File: src/rtl/sps_pkg.sv
package sps_pkg;

  typedef enum logic [1:0] {
    SEQ_IDLE = 2'd0,
    SEQ_ARM  = 2'd1,
    SEQ_RUN  = 2'd2,
    SEQ_DONE = 2'd3
  } seq_state_e;

  // Effective level width: zero picks the default, small values are raised.
  function automatic int unsigned eff_level(input int unsigned code,
                                            input int unsigned min_lvl,
                                            input int unsigned dflt_lvl);
    if (code == 0)            return dflt_lvl;
    else if (code < min_lvl)  return min_lvl;
    else                      return code;
  endfunction

endpackage

File: src/rtl/sps_rst_sync.sv
module sps_rst_sync #(
  parameter int STAGES = 2
) (
  input  logic clk,
  input  logic rst_n,
  output logic rst_n_sync
);

  logic [STAGES-1:0] shreg_q;

  generate
    if (STAGES == 1) begin : g_single
      always_ff @(posedge clk or negedge rst_n) begin
        if (!rst_n) shreg_q <= '0;
        else        shreg_q <= 1'b1;
      end
    end else begin : g_chain
      always_ff @(posedge clk or negedge rst_n) begin
        if (!rst_n) shreg_q <= '0;
        else        shreg_q <= {shreg_q[STAGES-2:0], 1'b1};
      end
    end
  endgenerate

  assign rst_n_sync = shreg_q[STAGES-1];

endmodule

File: src/rtl/sps_mclk_div.sv
module sps_mclk_div #(
  parameter int DIV = 4
) (
  input  logic clk,
  input  logic rst_n,
  output logic mclk,
  output logic fall_tick
);

  localparam int HALF = DIV / 2;
  localparam int CW   = (DIV > 2) ? $clog2(DIV) : 1;

  logic [CW-1:0] cnt_q, cnt_d;
  logic          mclk_d;

  always_comb begin
    if (cnt_q == CW'(DIV - 1)) cnt_d = '0;
    else                       cnt_d = cnt_q + 1'b1;
    mclk_d = (cnt_d < CW'(HALF));
  end

  // True during the reference cycle whose closing edge drops mclk.
  assign fall_tick = (cnt_q == CW'(HALF - 1));

  always_ff @(posedge clk or negedge rst_n) begin
    if (!rst_n) begin
      cnt_q <= CW'(DIV - 1);
      mclk  <= 1'b0;
    end else begin
      cnt_q <= cnt_d;
      mclk  <= mclk_d;
    end
  end

endmodule

File: src/rtl/sps_seq_fsm.sv
module sps_seq_fsm
  import sps_pkg::*;
#(
  parameter int LVL_W         = 4,
  parameter int MIN_LEVEL     = 2,
  parameter int DEFAULT_LEVEL = 4
) (
  input  logic             clk,
  input  logic             rst_n,
  input  logic             fall_tick,
  input  logic             start_req,
  input  logic             cfg_done,
  input  logic             retry_mode,
  input  logic [LVL_W-1:0] width_cfg,
  output logic             sync_o,
  output logic             busy_o,
  output logic             done_o
);

  localparam int EDGE_W = 2;

  seq_state_e        st_q, st_d;
  logic              sync_q, sync_d;
  logic [LVL_W-1:0]  hold_q, hold_d;
  logic [LVL_W-1:0]  wid_q, wid_d;
  logic [EDGE_W-1:0] left_q, left_d;
  logic              accept, load_en, tick_en;

  assign accept  = (st_q == SEQ_IDLE) && start_req && cfg_done;
  assign load_en = accept;
  assign tick_en = fall_tick && ((st_q == SEQ_ARM) || (st_q == SEQ_RUN));

  always_comb begin
    st_d   = st_q;
    sync_d = sync_q;
    hold_d = hold_q;
    wid_d  = wid_q;
    left_d = left_q;
    unique case (st_q)
      SEQ_IDLE: begin
        if (accept) begin
          st_d   = SEQ_ARM;
          wid_d  = LVL_W'(eff_level(int'(width_cfg), MIN_LEVEL, DEFAULT_LEVEL));
          left_d = retry_mode ? EDGE_W'(3) : EDGE_W'(1);
        end
      end
      SEQ_ARM: begin
        if (fall_tick) begin
          sync_d = 1'b0;
          hold_d = LVL_W'(1);
          st_d   = SEQ_RUN;
        end
      end
      SEQ_RUN: begin
        if (fall_tick) begin
          if (hold_q == wid_q) begin
            sync_d = ~sync_q;
            hold_d = LVL_W'(1);
            left_d = left_q - 1'b1;
            if (left_q == EDGE_W'(1)) st_d = SEQ_DONE;
          end else begin
            hold_d = hold_q + 1'b1;
          end
        end
      end
      SEQ_DONE: st_d = SEQ_IDLE;
      default:  st_d = SEQ_IDLE;
    endcase
  end

  always_ff @(posedge clk or negedge rst_n) begin
    if (!rst_n) begin
      st_q   <= SEQ_IDLE;
      sync_q <= 1'b0;
      hold_q <= '0;
      wid_q  <= '0;
      left_q <= '0;
    end else begin
      st_q <= st_d;
      if (tick_en) begin
        sync_q <= sync_d;
        hold_q <= hold_d;
      end
      if (load_en || tick_en) left_q <= left_d;
      if (load_en)            wid_q  <= wid_d;
    end
  end

  assign sync_o = sync_q;
  assign busy_o = (st_q != SEQ_IDLE);
  assign done_o = (st_q == SEQ_DONE);

endmodule

File: src/rtl/sync_pulse_sequencer.sv
module sync_pulse_sequencer #(
  parameter int DIV           = 4,
  parameter int LVL_W         = 4,
  parameter int MIN_LEVEL     = 2,
  parameter int DEFAULT_LEVEL = 4,
  parameter int RST_STAGES    = 2
) (
  input  logic             clk,
  input  logic             rst_n,
  input  logic             cfg_done,
  input  logic             start_req,
  input  logic             retry_mode,
  input  logic [LVL_W-1:0] width_cfg,
  output logic             mclk_out,
  output logic             sync_out,
  output logic             busy,
  output logic             done
);

  logic rst_n_int;
  logic fall_tick;

  sps_rst_sync #(.STAGES(RST_STAGES)) u_rst (
    .clk        (clk),
    .rst_n      (rst_n),
    .rst_n_sync (rst_n_int)
  );

  sps_mclk_div #(.DIV(DIV)) u_div (
    .clk       (clk),
    .rst_n     (rst_n_int),
    .mclk      (mclk_out),
    .fall_tick (fall_tick)
  );

  sps_seq_fsm #(
    .LVL_W         (LVL_W),
    .MIN_LEVEL     (MIN_LEVEL),
    .DEFAULT_LEVEL (DEFAULT_LEVEL)
  ) u_fsm (
    .clk        (clk),
    .rst_n      (rst_n_int),
    .fall_tick  (fall_tick),
    .start_req  (start_req),
    .cfg_done   (cfg_done),
    .retry_mode (retry_mode),
    .width_cfg  (width_cfg),
    .sync_o     (sync_out),
    .busy_o     (busy),
    .done_o     (done)
  );

endmodule

File: config.mk
export PLATFORM = sky130hd
export DESIGN_NAME = sync_pulse_sequencer
export DESIGN_NICKNAME = d
export VERILOG_FILES = /design/src/rtl/sps_pkg.sv /design/src/rtl/sps_rst_sync.sv /design/src/rtl/sps_mclk_div.sv /design/src/rtl/sps_seq_fsm.sv /design/src/rtl/sync_pulse_sequencer.sv
export SDC_FILE = /design/constraint.sdc
export NUM_CORES = 1
export LEC_CHECK = 0
export ABC_AREA = 1
export BUFFER_PORTS_ARGS = -buffer_cell sky130_fd_sc_hd__buf_2
export CAP_MARGIN = 5
export CORE_MARGIN = 1.5
export CORE_UTILIZATION = 50
export DETAILED_ROUTE_END_ITERATION = 16
export GPL_TIMING_DRIVEN = 0
export PLACE_DENSITY = 0.7
export REMOVE_ABC_BUFFERS = 1
export SKIP_LAST_GASP = 1
export SLEW_MARGIN = 20
export SYNTH_ARGS = -nofsm -noshare
export SYNTH_HDL_FRONTEND = slang
export SYNTH_SLANG_ARGS = --single-unit
File: constraint.sdc
create_clock -name clk -period 1.29 [get_ports clk]
set_clock_uncertainty 0.15 [all_clocks]
set_input_delay 0.0645 -clock clk [delete_from_list [all_inputs] [get_ports clk]]
set_output_delay 0.0645 -clock clk [all_outputs]
set_load 0.02 [all_outputs]
==> results.cfg <==
[yosys]
ys_warn_count = 0
yosys.area.top_type = dfrtp_1
ys_ff_latch = 18
synth_common_cells = nand2_1, inv_1, dfrtp_1
yosysUniqueCellTypes = 27
avgSynthCellArea_sq_um = 8.71
synthMostInstantiatedCell = nand2_1
synth_area_sq_um = 1060
synth_edf_count = 0
ys_seq_area_share_pct = 42.6
yosys_most_used_dff = dfrtp_1
async_flop_share_pct = 100
synth_top_area_share_pct = 37.7
synth_area_leaders = dfrtp_1, ha_1, nand2_1
syn_inst = 122

[critical_path]
cp-start-kind = register
r2r_end = u_fsm.st_q[0]
ff2ff_setup_slack_ns = -0.34
crit_fanout = 4
endpoint = u_fsm.st_q[0]
cp_cell_sequence = inv_2 -> buf_4 -> ha_1 -> inv_1 -> o22ai_2 -> nor2_4 -> nand3_2 -> nand2_1 -> nand2_1
cpPeakStageDelay_ns = 0.44
crit_start = u_fsm.st_q[1]
cpMaxStageDelayCell = dfrtp_2
cp.required_ns = 1.34
critPathArrivalTime_ns = 1.68
cpMostUsedCell = nand2_1
reg2reg_from = u_fsm.st_q[1]
setup.worst_path.class = reg2reg
endpoint_kind = register
worst_r2r_path_depth = 9

[floorplan]
core-area_sq_um = 1980
io_pins = 13
die_area_sq_um = 2410
die_x_um = 49.1
rows = 16
die_y_um = 49.1
start_util_pct = 53.6

[cts]
clkLatencyLatePin_ns = 0.30
cts-htree-levels = 1
clock-root-buffer = clkbuf_4
cts_tree = built
cts_num_sinks = 18
clkTransAtPathRegs_ns = 0.10
cts_buffer_depth = 2
numCtsBuffers = 3

[sta]
rsz0062_at_grt = true
max_slew.worst_pin.slew_ns = 0.684
slew_violations = 0
fin_crit_sh_pct = 127
finalWorstSetupSlack_ns = -0.342
fin_crit_ns = 1.63
setup_viol = 15
hold_violations = 0
max_freq_ghz = 0.613
fin_setup_tns_ns = -2.99
max_slew_margin_pct = 54.4

[drt]
routed_wl_um = 2630
firstDrtPassIters = 4
final_antenna_net_count = 0
drcViolationCount = 0
vias = 925
via_per_inst = 5.08
wl_per_cell_um = 14.4
initialDrtViolationCount = 28

[finish]
final_cells = 182
syn2layout_area_growth_pct = 41.7
diodes = 0
final_area_sq_um = 1510
drive_gt1_share_pct = 42.6
nets = 174

[run_status]
violations = negative setup slack
status = complete, but fails checks

[power]
combPwrFrac_pct = 59.7
ir_drop_mv = 1.46
internal_power_mw = 1.76
p_per_area_nw_per_um2 = 2060
p_total_mw = 3.10
switching_share_pct = 43.3
power.switching_mw = 1.34
seqPwrFrac_pct = 28.9
leakage_nw = 0.729
p_clk_share_pct = 11.4

[flow_run]
maxCapViolations = 0

[global_routing]
grt_max_degree = 17
grt.overflow.total = 0
antenna_found_initial = 0
grt_pass1_vias = 866
grt_pass1_wl_um = 3750
grtUsageTotal_pct = 20.1

[placement]
place.gp.congestion = 0.770
portBuffers = 12
dp.final_hpwl_um = 1330
placed_area_sq_um = 1130
place_inst = 159

[hold_path]
hp-class = in2reg
hold_path_depth = 6
-- cells by family after synthesis --
group	after synthesis	share of synthesized area (%)
compound gates	12	7.30
xor+xnor	1	0.825
fa+ha+maj	9	10.6
buf+inv	24	10.1
flops	18	42.6
other cells	1	0.353
simple gates	57	28.2
-- routing by layer --
layer  vias to the layer above  track usage (%)  routed length [um]
met4                         0             7.14                  52
li1                        454                -                   -
met5                         -                0                   0
met2                        21             32.9                1330
met3                         7             1.84                  68
met1                       443             27.8                1170
-- worst min-delay path by stage --
stage / start / end / slack [ns]
2_1_floorplan: rst_n / u_rst.shreg_q[0] / -0.38
5_1_grt: width_cfg[3] / u_fsm.wid_q[1] / 0.17
3_3_place_gp: rst_n / u_rst.shreg_q[0] / -0.30
4_1_cts: width_cfg[3] / u_fsm.wid_q[1] / 0.02
6_report: width_cfg[3] / u_fsm.wid_q[1] / 0.13
3_5_place_dp: rst_n / u_rst.shreg_q[0] / -0.30
-- what timing repair did --
item / in CTS / in global routing
hold buffers: 9 / 0
setup endpoints to repair: 15 / 15
gates resized for setup: 26 / 19
setup buffers: 7 / 3
pin swaps: 8 / 8
hold endpoints to repair: 7 / 0
-- final cells by class --
cell class,count,area [sq um]
clock buffers,4,36.3
fillers,122,477
inverters,22,87.6
multi-input cells,80,632
flip-flops and latches,18,454
well taps,27,33.8
repair buffers,31,262
-- cell usage in the layout (no fill, tap or decap), types with 3 or more instances in the layout --
| cell type | Yosys | final |
|---|---|---|
| o21ai_1 | 0 | 3 |
| ha_1 | 9 | 5 |
| buf_2 | 0 | 10 |
| o21ai_2 | 1 | 3 |
| buf_6 | 2 | 5 |
| nand2_2 | 2 | 3 |
| inv_2 | 3 | 6 |
| dfrtp_1 | 16 | 15 |
| buf_4 | 0 | 6 |
| inv_1 | 18 | 14 |
| dlygate4sd3_1 | 0 | 9 |
| nor2_4 | 1 | 5 |
| nand2_1 | 29 | 27 |
| clkbuf_4 | 0 | 3 |
| nand3_2 | 3 | 3 |
| nor2_1 | 6 | 3 |
| nand4_1 | 5 | 5 |
| ha_4 | 0 | 3 |
-- worst max-delay path: cells and delay by family, from the launching register on --
kind / cells / cell delay (ns)
compound gates: 1 / 0.09
fa+ha+maj: 1 / 0.19
buf+inv: 3 / 0.29
flops: 1 / 0.44
simple gates: 4 / 0.36
-- stage by stage --
stage | util (%) | setup WS [ns] | hold WS (ns)
floorplan | - | -0.416 | -0.381
global placement | 57.2 | -0.557 | -0.300
global route | 75.9 | -0.389 | 0.169
CTS | 70.6 | -0.322 | 0.0218
detailed placement | 57.2 | -0.593 | -0.298
finish | 75.9 | -0.342 | 0.131
-- sequential cells by signal, indices dropped and copies added (netlist names) --
register / flops
u_fsm.hold_q: 4
u_fsm.sync_o: 1
u_fsm.st_q: 2
u_rst.shreg_q: 2
u_fsm.left_q: 2
u_div.mclk: 1
u_div.cnt_q: 2
u_fsm.wid_q: 4
-- power by group through the flow --
stage | clock (mW) | sequential [mW] | combinational (mW)
finish | 0.354 | 0.896 | 1.85
CTS | 0.358 | 0.872 | 1.50
global route | 0.381 | 0.917 | 1.98
global placement | 0 | 0.874 | 1.09
floorplan | 0 | 0.857 | 0.918
detailed placement | 0 | 0.879 | 1.12
No activity file was read; power rests on OpenSTA's default activity.
